## src/rtl/a2c_pkg.sv

```systemverilog
// Shared constants and helpers for the alpha-to-coverage mask generator.
// Assumes at most four coverage slots; thresholds are expressed in eighths.
package a2c_pkg;
    localparam int unsigned N_SLOTS = 4;

    typedef enum logic [1:0] {
        MODE_1X  = 2'd0,
        MODE_2X  = 2'd1,
        MODE_4X  = 2'd2,
        MODE_RSV = 2'd3
    } smode_e;

    // Round k/8 of the full-scale unorm code to the nearest integer.
    function automatic int unsigned eighth_code(int unsigned k, int unsigned w);
        return (k * ((1 << w) - 1) + 4) >> 3;
    endfunction
endpackage

```

## src/rtl/a2c_thresh_sel.sv

```systemverilog
// Selects the per-slot alpha thresholds and the slot-enable vector for the
// current multisample mode. Purely combinational; reserved mode maps to 4x.
module a2c_thresh_sel
    import a2c_pkg::*;
#(
    parameter int unsigned ALPHA_W = 8
) (
    input  logic [1:0]                           mode,
    output logic [N_SLOTS-1:0][ALPHA_W-1:0]      thr,
    output logic [N_SLOTS-1:0]                   slot_en
);
    localparam logic [ALPHA_W-1:0] T_1_8 = ALPHA_W'(eighth_code(1, ALPHA_W));
    localparam logic [ALPHA_W-1:0] T_2_8 = ALPHA_W'(eighth_code(2, ALPHA_W));
    localparam logic [ALPHA_W-1:0] T_3_8 = ALPHA_W'(eighth_code(3, ALPHA_W));
    localparam logic [ALPHA_W-1:0] T_4_8 = ALPHA_W'(eighth_code(4, ALPHA_W));
    localparam logic [ALPHA_W-1:0] T_5_8 = ALPHA_W'(eighth_code(5, ALPHA_W));
    localparam logic [ALPHA_W-1:0] T_6_8 = ALPHA_W'(eighth_code(6, ALPHA_W));
    localparam logic [ALPHA_W-1:0] T_7_8 = ALPHA_W'(eighth_code(7, ALPHA_W));

    // Mode decode to interleaved threshold set.
    always_comb begin
        thr     = '0;
        slot_en = '0;
        case (smode_e'(mode))
            MODE_1X: begin
                thr[0]  = T_4_8;
                slot_en = 4'b0001;
            end
            MODE_2X: begin
                thr[0]  = T_6_8;
                thr[1]  = T_2_8;
                slot_en = 4'b0011;
            end
            default: begin
                thr[0]  = T_5_8;
                thr[1]  = T_3_8;
                thr[2]  = T_1_8;
                thr[3]  = T_7_8;
                slot_en = 4'b1111;
            end
        endcase
    end
endmodule

```

## src/rtl/a2c_cmp.sv

```systemverilog
// Per-slot alpha comparison: a slot passes when it is enabled for the mode
// and alpha is at or above its threshold. Combinational.
module a2c_cmp
    import a2c_pkg::*;
#(
    parameter int unsigned ALPHA_W = 8
) (
    input  logic [ALPHA_W-1:0]                   alpha,
    input  logic [N_SLOTS-1:0][ALPHA_W-1:0]      thr,
    input  logic [N_SLOTS-1:0]                   slot_en,
    output logic [N_SLOTS-1:0]                   pass
);
    for (genvar s = 0; s < N_SLOTS; s++) begin : g_slot
        // Threshold test for one slot.
        always_comb pass[s] = slot_en[s] && (alpha >= thr[s]);
    end
endmodule

```

## src/rtl/a2c_out_reg.sv

```systemverilog
// One-entry output register with valid/ready handshake. Accepts a new word
// whenever empty or being drained in the same cycle; holds under stall.
module a2c_out_reg #(
    parameter int unsigned W = 5
) (
    input  logic         clk,
    input  logic         rst_n,
    input  logic         in_valid,
    output logic         in_ready,
    input  logic [W-1:0] in_data,
    output logic         out_valid,
    input  logic         out_ready,
    output logic [W-1:0] out_data
);
    // Ready when nothing is held or the held word leaves now.
    always_comb in_ready = !out_valid || out_ready;

    // Valid flag tracking.
    always_ff @(posedge clk) begin
        if (!rst_n)        out_valid <= 1'b0;
        else if (in_ready) out_valid <= in_valid;
    end

    // Data capture on accept.
    always_ff @(posedge clk) begin
        if (!rst_n)                    out_data <= '0;
        else if (in_valid && in_ready) out_data <= in_data;
    end
endmodule

```

## src/rtl/a2c_mask_gen.sv

```systemverilog
// Alpha-to-coverage mask generator. Reduces rasterizer coverage by
// comparing unbiased colour-0 alpha against mode-dependent per-slot
// thresholds and flags pixels left with no coverage. Assumes the coverage
// input is already in slot order for the selected mode.
module a2c_mask_gen
    import a2c_pkg::*;
#(
    parameter int unsigned ALPHA_W = 8
) (
    input  logic               clk,
    input  logic               rst_n,
    input  logic               in_valid,
    output logic               in_ready,
    input  logic [3:0]         in_cov,
    input  logic [ALPHA_W-1:0] in_alpha,
    input  logic [1:0]         sample_log2,
    input  logic               feat_en,
    input  logic               color0_live,
    output logic               out_valid,
    input  logic               out_ready,
    output logic [3:0]         out_mask,
    output logic               out_kill
);
    localparam int unsigned DW = N_SLOTS + 1;

    logic [N_SLOTS-1:0][ALPHA_W-1:0] thr;
    logic [N_SLOTS-1:0]              slot_en;
    logic [N_SLOTS-1:0]              pass;
    logic                            active;
    logic [N_SLOTS-1:0]              nxt_mask;
    logic                            nxt_kill;
    logic [DW-1:0]                   q_data;

    a2c_thresh_sel #(.ALPHA_W(ALPHA_W)) u_sel (
        .mode    (sample_log2),
        .thr     (thr),
        .slot_en (slot_en)
    );

    a2c_cmp #(.ALPHA_W(ALPHA_W)) u_cmp (
        .alpha   (in_alpha),
        .thr     (thr),
        .slot_en (slot_en),
        .pass    (pass)
    );

    // Apply the reduction only when enabled and colour 0 is produced.
    always_comb begin
        active   = feat_en && color0_live;
        nxt_mask = active ? (pass & in_cov) : in_cov;
        nxt_kill = active && ((pass & in_cov) == '0);
    end

    a2c_out_reg #(.W(DW)) u_oreg (
        .clk       (clk),
        .rst_n     (rst_n),
        .in_valid  (in_valid),
        .in_ready  (in_ready),
        .in_data   ({nxt_kill, nxt_mask}),
        .out_valid (out_valid),
        .out_ready (out_ready),
        .out_data  (q_data)
    );

    // Split the registered word.
    always_comb begin
        out_mask = q_data[N_SLOTS-1:0];
        out_kill = q_data[DW-1];
    end
endmodule

```

## config.mk

```make
export PLATFORM = sky130hd
export DESIGN_NAME = a2c_mask_gen
export DESIGN_NICKNAME = d
export VERILOG_FILES = /design/src/rtl/a2c_pkg.sv /design/src/rtl/a2c_thresh_sel.sv /design/src/rtl/a2c_cmp.sv /design/src/rtl/a2c_out_reg.sv /design/src/rtl/a2c_mask_gen.sv
export SDC_FILE = /design/constraint.sdc
export NUM_CORES = 1
export LEC_CHECK = 0
export ABC_AREA = 1
export BUFFER_PORTS_ARGS = -buffer_cell sky130_fd_sc_hd__buf_2
export CAP_MARGIN = 40
export CORE_AREA = 4 4 49 51
export CTS_BUF_LIST = sky130_fd_sc_hd__clkbuf_4 sky130_fd_sc_hd__clkbuf_8
export DETAILED_ROUTE_END_ITERATION = 10
export DIE_AREA = 0 0 53 55
export PLACE_DENSITY = 0.66
export RECOVER_POWER = 25
export SLEW_MARGIN = 0
export SYNTH_ARGS = -nofsm -noshare
export SYNTH_HDL_FRONTEND = slang
export SYNTH_SLANG_ARGS = --single-unit
```

## constraint.sdc

```tcl
create_clock -name clk -period 1.66 [get_ports clk]
set_input_delay 0.083 -clock clk [delete_from_list [all_inputs] [get_ports clk]]
set_output_delay 0.083 -clock clk [all_outputs]
set_load 0.01 [all_outputs]
```

* Yosys cells after proc, flatten, opt, wreduce, memory -nomap -nowiden
Index checks and enable logic that the tools add are counted.
Word-level totals: input bits 20, latch bits 0, flip-flop bits (word level) 6, bits in read-only memories 0, memory bits (writable) 0, memories kept 0, logic and storage cells 25
Operators by class: $mul 0, equality and inequality tests 1, bitwise operators 1, div/mod/pow operators 0, reduce and logical (&&, ||, !) cells 12, shift-type cells 0, multiplexer cells 5, $add $sub $neg 0, $lt $le $gt $ge 4
Operators with widths (number):
- $ge A8 B8 Y1 | 3
- $mux W16 | 1
- $pmux W7 S2 | 1
- $pmux W6 S2 | 1
- $ge A8 B7 Y1 | 1
- $pmux W4 S2 | 1
- $logic_and A1 B1 Y1 | 7
- $and A4 B4 Y4 | 1
- $logic_not A4 Y1 | 1
- $mux W4 | 1
- $eq A2 B1 Y1 const B | 1
- $logic_not A2 Y1 | 1
- $reduce_or A2 Y1 | 1
- $logic_not A1 Y1 | 1
- $logic_or A1 B1 Y1 | 1

* Longest topological paths before layout
Gate-level depths: netlist of run 1.
word-level depth 8, gate-level depth with buffers 13, depth with buffers taken out 13

* Modules after synthesis
Synthesis of run 1 repeated with hierarchy kept, for this count alone.
Unflattened totals: cells, all modules 235, area total of the unflattened synthesis 1481.4 um2
By module, submodules not included:
- a2c_cmp | times used 1, area each 860.8 um2, cells an instance 142
- a2c_out_reg | times used 1, area each 281.5 um2, cells an instance 37
- a2c_thresh_sel | times used 1, area each 274.0 um2, cells an instance 40
- a2c_mask_gen | times used 1, area each 65.1 um2, cells an instance 16

* Worst setup path before layout of run 1
No wires, ideal clock.
kind input -> register, start input sample_log2[1], end register u_oreg.out_data[4], slack 0.396 ns, data arrival time 1.151 ns, setup time 0.114 ns, stages 10, cell sequence nor2_1 > inv_1 > ha_1 > nand2_1 > nor2_1 > nand2_1 > nand3_1 > nand2_1 > nand3_2 > a21oi_2
On the way: cells in the longest elaborated chain, start to end 8, elaborated cells between the ends (all ways) 18, classes of those cells order compare (4); eq/ne (1); mux (4); bitwise (1); reduce/logical (8)
Ends and longest elaborated chain:
- start: declaration | line a2c_mask_gen.sv:16 | input logic [1:0] sample_log2,
- $eq A2 B1 Y1 or $logic_not A2 Y1 (tied branches) | line a2c_thresh_sel.sv:24 | case (smode_e'(mode))
- $reduce_or A2 Y1 (no line)
- $mux W16 | line a2c_thresh_sel.sv:24
- $ge A8 B8 Y1 | line a2c_cmp.sv:15 | always_comb pass[s] = slot_en[s] && (alpha >= thr[s]);
- $logic_and A1 B1 Y1 | line a2c_cmp.sv:15
- $and A4 B4 Y4 * | line a2c_mask_gen.sv:51 | nxt_kill = active && ((pass & in_cov) == '0);
- $logic_not A4 Y1 * | line a2c_mask_gen.sv:51
- $logic_and A1 B1 Y1 * | line a2c_mask_gen.sv:51
- end signal: assignment | line a2c_out_reg.sv:27 | else if (in_valid && in_ready) out_data <= in_data;
- end: declaration | line a2c_out_reg.sv:13 | output logic [W-1:0] out_data
Every way passes the cells marked *; elsewhere a longest branch is shown, timed or not. A chain may end at the register's enable or synchronous reset.

* Final worst setup path of run 1
Ends and elaborated chain as after synthesis.

==> results.toml, run 1 <==
[status]
status = "completed"

[power]
power.density_nw_per_um2 = 531
leakagePower_nw = 0.504
report.power.total_w = 0.000456
ir_drop_uv = 484

[clock_tree]
cts_tree = "built"
cts_buffer_depth = 2
post_cts_buffers = 0
cts-resized-gates = 0
cts_hold_buffers_added = 0
cts_buffers = 3
ctsHtreeMaxLevel = 1
cts.sink_count = 6
clock_latency_ns = 0.24
ctsRootBufferMaster = "clkbuf_4"
path_clk_slew_ns = 0.04

[floorplanning]
floorplan.rows = 16
placeableCoreArea_um2 = 1940
die_h_um = 55
fp.dieArea_um2 = 2920
dieWidth_um = 53
number_of_top_level_design_ports = 27
floorplan.initialDensity_pct = 34.4

[placement]
gp_congestion = 0.773
preCtsSetupSlack_ns = 0.147
port_buffers = 26
hpwlAfterDp_mm = 1.40

[route]
detail_route.vias_per_cell = 4.60
remaining_drc_errors = 0
drt-pass1-iter-count = 4
ant_nets = 0
avgRoutedWirePerCell_um = 9.49
detailroute.via_count = 755
drt-initial-drc-count = 6
drt_wl_total_mm = 1.56

[global_routing]
grt_antenna_before_repair = 0
grt_max_degree = 8
first_global_vias = 710
overflow_left_after_global_routing = 0
first_pass_grt_wire_length_mm = 2.65
global_route.usage.total_pct = 12.0

[finish]
layout-area-overhead-vs-synth_pct = 28.7
final_nets = 171
nFillCells = 231
post_route_cells_drive_above_1_share_pct = 25.5
number_of_diodes = 0

[sta]
timing.clock.skew_ns = 0.00575
worst_pin_slew_ns = 0.289
rsz0062_at_grt = "false"
final.period_utilization_pct = 75.1
slew-limit-headroom_pct = 80.7
slew_viol_final = 0
layout_setup_ws_ns = 0.413
setup_tns_ns = 0
report.final.setup_viol = 0
finalHoldViolCount = 0
maxClockFrequency_ghz = 0.802
layout_min_cycle_time_ns = 1.25

[synth]
synth.top_cells.by_area = "ha_1 22%, nand2_1 20%, dfxtp_1 18%"
share_of_the_synthesized_area_in_the_top_cell_type_pct = 22.5
synthesis.yosys.warnings = 0
synth-seq-cells = 6
synth_ff_type = "dfxtp_1"
syn-instance-count = 107
netlist_area_um2 = 668
asyncSetResetFlopFracSynth_pct = 0
synthTopCellsByCount = "36 x nand2_1, 19 x inv_1, 12 x ha_1"
synth_seq_area_share_pct = 18.0
synth_most_common_cell = "nand2_1"
synthesis.area_per_instance_um2 = 6.24
synth-edff-count = 0
postSynthNetCount = 139
yosysUniqueCellTypes = 18
synth_area_leader_cell = "ha_1"

[setup_path]
crit_top_cell = "nand2_1"
worst-path-max-fanout = 7
cpMaxStageDelayCell = "ha_1"
r2r-start = "u_oreg.out_valid$_SDFFE_PN0N_"
timing.critical_path.from_type = "input pin"
cpPeakStageDelay_ns = 0.30
cp_data_arrival_time_ns = 1.39
timing_worst_setup_path_type = "input pin to register"
path_cells = "buf_2 > inv_2 > nand2_1 > ha_1 > nand2_1 > nor3_1 > nand2_1 > nand3_1 > nand2_1 > nand3_2 > a21oi_2"
crit_path_capture_type = "register"
timing.critical_path.from = "sample_log2[1]"
worstPathRequired_ns = 1.80

[min_path]
min_path_type = "input pin to register"
startpoint_of_the_worst_hold_path = "in_valid"

[run]
drv.max_cap_violation_count = 0
-- power by group --
part	switching [W]	internal [W]	total, W
registers	0.00000486	0.000155	0.000159
clock network	0.0000500	0.0000816	0.000132
logic	0.0000945	0.0000706	0.000165
total	0.000149	0.000307	0.000456
-- layout by cell type, fill, tap and decap left out, drive strengths merged, types with 2 or more instances in the layout --
cell type	instances
o21ai	3
ha	12
inv	20
nand3	5
clkbuf	5
buf	25
nand2	38
nor2	5
nor3	2
dfxtp	6
a21oi	11
-- registers in the layout, summed over array words and instances, names as in the netlist --
| signal | count |
|---|---|
| u_oreg.out_data | 5 |
| u_oreg.out_valid | 1 |
-- metrics by stage --
stage	instances	area, um^2	utilization, %	hold WS, ns
detailed placement	161	840	43.2	0.372
global route	164	860	44.3	0.138
floorplan	107	668	-	0.221
global placement	161	840	43.2	0.358
CTS	164	862	44.4	0.113
finish	164	860	44.3	0.119
-- cells by family (layout without fill, tap and decap cells) --
group | Yosys count | in the layout | share of synthesized area, %
buf+inv | 20 | 50 | 11.2
compound gates | 17 | 17 | 15.5
flops | 6 | 6 | 18.0
fa+ha+maj | 12 | 12 | 22.5
simple gates | 52 | 52 | 32.8
-- worst max-delay path: cells and delay by family --
family / cells / cell delay (ns)
AO/OA/AOI/OAI: 1 / 0.04
buffers and inverters: 2 / 0.28
AND/OR/NAND/NOR: 7 / 0.67
adder cells (fa/ha/maj): 1 / 0.30
-- cell type report --
type	instances	area [um^2]	area share, %
Clock buffer	3	22.5	2.62
Tap cell	27	33.8	3.93
Sequential cell	6	120	14.0
Timing Repair Buffer	27	135	15.7
Multi-Input combinational cell	81	473	55.0
Inverter	20	75.1	8.73
-- worst paths after layout --
check	end	slack, ns	depth (start not counted)
max reg2reg	u_oreg.out_data[4]$_SDFFE_PN0P_	0.48	5
min reg2reg	u_oreg.out_data[0]$_SDFFE_PN0P_	0.46	2
min	u_oreg.out_valid$_SDFFE_PN0N_	0.12	3
max	u_oreg.out_data[4]$_SDFFE_PN0P_	0.41	11
-- per-layer routing --
metal | global-route usage (%) | vias to the layer above | wire length, um
met5 | 0 | - | 0
met4 | 2.55 | 0 | 0
li1 | - | 403 | -
met2 | 23.6 | 11 | 810
met3 | 2.95 | 0 | 72
met1 | 12.8 | 341 | 673
Power figures use the tool's default switching activity.
==> run 2: changes to the inputs <==
ABC_AREA = 0   (was 1)
CORE_AREA = 4 4 46 48   (was 4 4 49 51)
DIE_AREA = 0 0 50 52   (was 0 0 53 55)
PLACE_DENSITY = 0.67   (was 0.66)
clock period = 1.3 ns   (was 1.66 ns; I/O delays follow)
==> run 2 against run 1 <==
Via count decreased by 15%; clock skew increased by 0.0024 ns; total power rose by 28%; core utilization up 5.7 points; count of clock-buffer cells in the layout did not move; first-iteration DRC count shrank 67%; cell count is 21% lower; register-to-register slack worse by 0.37 ns; routed wire length shrank 1.9%; largest cell class unchanged; synthesized area decreased by 15%; combinational power grew 27%; non-clock buffer count up 7.
==> results.toml, run 2 <==
[sta]
fin_worst_hold_slack_ns = 0.0921
timing.clock.skew_ns = 0.00811
report.final.setup_viol = 0
worst_pin_slew_ns = 0.218
layout_min_cycle_time_ns = 1.29
slew_viol_final = 0
final.period_utilization_pct = 99.2
slew-limit-headroom_pct = 85.4
layout_setup_ws_ns = 0.0103
setup_tns_ns = 0
finalHoldViolCount = 0
maxClockFrequency_ghz = 0.775
rsz0062_at_grt = "true"

[global_routing]
global_route.usage.total_pct = 12.7
first_global_vias = 625
grt_max_degree = 9
first_pass_grt_wire_length_mm = 2.48
grt_antenna_before_repair = 0
overflow_left_after_global_routing = 0

[power]
clock_power_share_pct = 29.3
power.net_switching_w = 0.000175
power.density_nw_per_um2 = 684
seqPwrFrac_pct = 34.6
leakagePower_nw = 0.417
comb_power_share_pct = 36.1
ir_drop_uv = 262
p_sw_share_pct = 29.9
cell_internal_pwr_w = 0.000409

[synth]
postSynthNetCount = 100
synthTopCellsByCount = "12 x ha_1, 10 x nand2_1, 6 x dfxtp_1"
synthesis.area_per_instance_um2 = 8.32
synth.top_cells.by_area = "ha_1 27%, dfxtp_1 21%, nand2_1 6.6%"
synth_seq_area_share_pct = 21.2
synth-edff-count = 0
synth_area_leader_cell = "ha_1"
synth_ff_type = "dfxtp_1"
yosysUniqueCellTypes = 26
share_of_the_synthesized_area_in_the_top_cell_type_pct = 26.5
synth-seq-cells = 6
synth_most_common_cell = "ha_1"
synthesis.yosys.warnings = 0
syn-instance-count = 68
netlist_area_um2 = 566
asyncSetResetFlopFracSynth_pct = 0

[finish]
number_of_diodes = 0
regMostFlops = "u_oreg.out_data"
max_reg_flops = 5
layout_top_registers = "u_oreg.out_data (5), u_oreg.out_valid (1)"
nFillCells = 196
post_route_cells_drive_above_1_share_pct = 42.3
layout-area-overhead-vs-synth_pct = 50.9
layout.cells.most_common_list = "24 x buf_2, 10 x nand2_1, 9 x ha_1"
final_nets = 138
mostFrequentLayoutCell = "buf_2"
multiInputGateArea_um2 = 462
finish.instance_area_um2 = 853
finish.utilization_pct = 50.0
ff_latch_area_um2 = 120

[clock_tree]
cts.sink_count = 6
clock_latency_ns = 0.25
cts_buffer_depth = 2
cts_tree = "built"
cts_hold_buffers_added = 0
cts_buffers = 3
ctsRootBufferMaster = "clkbuf_4"
ctsHtreeMaxLevel = 1
post_cts_buffers = 0
path_clk_slew_ns = 0.04

[route]
drt-initial-drc-count = 2
detailroute.via_count = 642
detail_route.vias_per_cell = 4.98
ant_nets = 0
drt_wl_total_mm = 1.53
drt-pass1-iter-count = 3
avgRoutedWirePerCell_um = 11.8
remaining_drc_errors = 0

[placement]
preCtsSetupSlack_ns = -0.354
port_buffers = 26
hpwlAfterDp_mm = 1.32
gp_congestion = 0.731
place_area_um2 = 810

[floorplanning]
floorplan.initialDensity_pct = 33.1
dieWidth_um = 50
placeableCoreArea_um2 = 1710
die_h_um = 52
fp.dieArea_um2 = 2600
floorplan.rows = 15
number_of_top_level_design_ports = 27

[setup_path]
path_cells = "buf_8 > clkinvlp_4 > ha_4 > a2111o_1 > a311oi_1 > o21ai_1 > o221a_1"
crit_path_capture_type = "register"
timing.critical_path.from_type = "input pin"
timing_worst_setup_path_type = "input pin to register"
cpPeakStageDelay_ns = 0.36
worstPathRequired_ns = 1.43
cpMaxStageDelayCell = "a2111o_1"
worst-path-max-fanout = 5
cp_data_arrival_time_ns = 1.42

[run]
drv.max_cap_violation_count = 0

[min_path]
min_path_type = "input pin to register"

[status]
status = "completed"
run 2: critical path, delay by kind of cell:
kind	cells	cell delay [ns]
fa+ha+maj	1	0.23
compound gates	4	0.90
buf+inv	2	0.22
run 2: per-stage QoR:
stage | power (W) | std cells
2_1_floorplan | 0.000306 | 68
3_3_place_gp | 0.000401 | 126
3_5_place_dp | 0.000410 | 126
4_1_cts | 0.000592 | 129
5_1_grt | 0.000631 | 129
6_report | 0.000584 | 129
run 2: routing by layer:
metal	routed length, um	GRT usage (%)	vias to the layer above
met1	624	12.8	290
met2	787	23.0	22
met5	0	0	-
li1	-	-	330
met3	115	4.01	0
met4	0	6.91	0
run 2: power groups by stage:
stage / registers (W) / logic (W) / clock network (W)
floorplan: 0.000211 / 0.0000946 / 0
global placement: 0.000205 / 0.000197 / 0
detailed placement: 0.000205 / 0.000204 / 0
CTS: 0.000202 / 0.000209 / 0.000181
global route: 0.000204 / 0.000240 / 0.000187
finish: 0.000202 / 0.000210 / 0.000171
run 2: path summary, 6_finish.rpt:
check | slack (ns) | start | to | depth (start not counted)
worst min register to register | 0.46 | u_oreg.out_data[0]$_SDFFE_PN0P_ | u_oreg.out_data[0]$_SDFFE_PN0P_ | 2
worst max register to register | 0.11 | u_oreg.out_valid$_SDFFE_PN0N_ | u_oreg.out_data[4]$_SDFFE_PN0P_ | 5
worst min-delay path | 0.09 | in_valid | u_oreg.out_valid$_SDFFE_PN0N_ | 3
worst max-delay path | 0.01 | sample_log2[1] | u_oreg.out_data[3]$_SDFFE_PN0P_ | 7
run 2: timing repair:
| action | 4_1_cts | 5_1_grt |
|---|---|---|
| resized for setup | 4 | 1 |
| pin swaps | 5 | 6 |
| endpoints found under the setup margin | 2 | 3 |
run 2: cells by family (layout without fill, tap and decap cells):
family / count (synthesis) / count (layout) / synth area share, %
AND/OR/NAND/NOR: 24 / 24 / 21.5
AO/OA/AOI/OAI: 21 / 21 / 27.4
adder cells (fa/ha/maj): 12 / 12 / 26.5
flip-flops: 6 / 6 / 21.2
buffers and inverters: 5 / 41 / 3.32
run 2: layout make-up:
class	count	area share (%)
multi-input combinational	57	54.1
timing repair buffer	34	23.3
sequential	6	14.1
tap	25	3.67
clock buffer	3	2.64
inverter	4	2.20
==> run 3: changes to the inputs <==
ABC_AREA = 1   (was 0)
CORE_AREA = 4 4 49 51   (was 4 4 46 48)
DIE_AREA = 0 0 53 55   (was 0 0 50 52)
PLACE_DENSITY = 0.66   (was 0.67)
SKIP_CTS_REPAIR_TIMING = 1   (was unset)
clock period = 1.5 ns   (was 1.3 ns; I/O delays follow)
==> run 3 against run 2 <==
Critical path depth is 2 lower; worst hold slack gained 0.016 ns; clock power fell by 13%; sequential share of layout area shrank 0.34 points; critical path type is now register to register; worst setup slack gained 0.30 ns; largest power group unchanged; routed wire length rose by 3.7%; via count up 14%.
==> results.toml, run 3 (synthesis gave the netlist of run 1 again) <==
[setup_path]
worst-path-max-fanout = 7
timing_worst_setup_path_type = "register to register"
path_cells = "a21oi_2 > nand2_1 > nor3_1 > nand3_2 > a21oi_2"
cpPeakStageDelay_ns = 0.33
cpMaxStageDelayCell = "dfxtp_1"
crit_path_capture_type = "register"
worstPathRequired_ns = 1.68
cp_data_arrival_time_ns = 1.37
crit_top_cell = "a21oi_2"
timing.critical_path.from_type = "register"

[finish]
finish.utilization_pct = 45.0
layout_top_registers = "u_oreg.out_data (5), u_oreg.out_valid (1)"
layout.cells.most_common_list = "36 x nand2_1, 24 x buf_2, 19 x inv_1"
post_route_cells_drive_above_1_share_pct = 26.6
finish.instance_area_um2 = 875
layout-area-overhead-vs-synth_pct = 30.9
ff_latch_area_um2 = 120
number_of_diodes = 0
mostFrequentLayoutCell = "nand2_1"
multiInputGateArea_um2 = 473
nFillCells = 218
final_nets = 173
regMostFlops = "u_oreg.out_data"
max_reg_flops = 5

[clock_tree]
cts.sink_count = 6
cts_buffer_depth = 2
clock_latency_ns = 0.24
ctsRootBufferMaster = "clkbuf_4"
path_clk_slew_ns = 0.04
cts_buffers = 3
cts_tree = "built"
ctsHtreeMaxLevel = 1

[placement]
place_area_um2 = 855
port_buffers = 26
preCtsSetupSlack_ns = 0.113
hpwlAfterDp_mm = 1.41
gp_congestion = 0.817

[route]
remaining_drc_errors = 0
avgRoutedWirePerCell_um = 9.54
detail_route.vias_per_cell = 4.42
ant_nets = 0
drt_wl_total_mm = 1.58
drt-pass1-iter-count = 4
detailroute.via_count = 733
drt-initial-drc-count = 2

[sta]
layout_min_cycle_time_ns = 1.19
setup_tns_ns = 0
layout_setup_ws_ns = 0.311
finalHoldViolCount = 0
report.final.setup_viol = 0
rsz0062_at_grt = "false"
worst_pin_slew_ns = 0.274
slew_viol_final = 0
final.period_utilization_pct = 79.3
slew-limit-headroom_pct = 81.7
maxClockFrequency_ghz = 0.841
timing.clock.skew_ns = 0.00146

[run]
drv.max_cap_violation_count = 0

[floorplanning]
number_of_top_level_design_ports = 27
floorplan.initialDensity_pct = 34.4
floorplan.rows = 16
dieWidth_um = 53
placeableCoreArea_um2 = 1940
die_h_um = 55
fp.dieArea_um2 = 2920

[power]
ir_drop_uv = 377
report.power.total_w = 0.000511
leakagePower_nw = 0.513
power.density_nw_per_um2 = 585

[global_routing]
overflow_left_after_global_routing = 0
first_global_vias = 673
grt_antenna_before_repair = 0
grt_max_degree = 8
global_route.usage.total_pct = 11.7
first_pass_grt_wire_length_mm = 2.58

[status]
status = "completed"

[min_path]
min_path_type = "input pin to register"
-- run 3: cell types whose count changed in the layout (fill, tap and decap cells not counted), moves of 3 or more --
| cell | previous run | this run |
|---|---|---|
| buf_4 | 8 | 3 |
| a21oi_1 | 3 | 9 |
| nand2b_1 | 3 | 0 |
| ha_1 | 9 | 12 |
| nand2_1 | 10 | 36 |
| nor2_1 | 1 | 5 |
| inv_1 | 3 | 19 |
-- run 3: final cells by class --
class,count,area share [%]
Inverter,20,8.58
Multi-Input combinational cell,81,54.1
Sequential cell,6,13.7
Timing Repair Buffer,29,17.2
Clock buffer,3,2.58
Tap cell,27,3.86
-- run 3: per-stage QoR --
stage	instances	hold slack [ns]
global route	166	0.124
finish	166	0.108
CTS	166	0.106
global placement	163	0.348
floorplan	107	0.213
detailed placement	163	0.361
-- run 3: worst max-delay path, delay by kind of cell (launching register included) --
family / cells / cell delay [ns]
AND/OR/NAND/NOR: 3 / 0.42
flip-flops: 1 / 0.33
AO/OA/AOI/OAI: 2 / 0.38
-- run 3: path summary, 6_finish.rpt --
| kind | startpoint | to | slack, ns | depth (start not counted) |
|---|---|---|---|---|
| worst min-delay path | rst_n | u_oreg.out_data[1]$_SDFFE_PN0P_ | 0.11 | 3 |
| worst max register to register | u_oreg.out_valid$_SDFFE_PN0N_ | u_oreg.out_data[4]$_SDFFE_PN0P_ | 0.31 | 5 |
| worst min register to register | u_oreg.out_data[0]$_SDFFE_PN0P_ | u_oreg.out_data[0]$_SDFFE_PN0P_ | 0.48 | 2 |
| worst max-delay path | u_oreg.out_valid$_SDFFE_PN0N_ | u_oreg.out_data[4]$_SDFFE_PN0P_ | 0.31 | 5 |
-- run 3: layer usage --
layer / global-route usage, % / vias to the layer above / routed length [um]
li1: - / 409 / -
met1: 14.1 / 311 / 703
met2: 20.7 / 13 / 817
met3: 2.68 / 0 / 63
met4: 3.83 / 0 / 0
met5: 0 / - / 0
-- run 3: report_power, final --
part / internal, W / switching (W) / total [W]
registers: 0.000171 / 0.00000585 / 0.000177
logic: 0.0000816 / 0.000104 / 0.000186
clock network: 0.0000905 / 0.0000582 / 0.000149
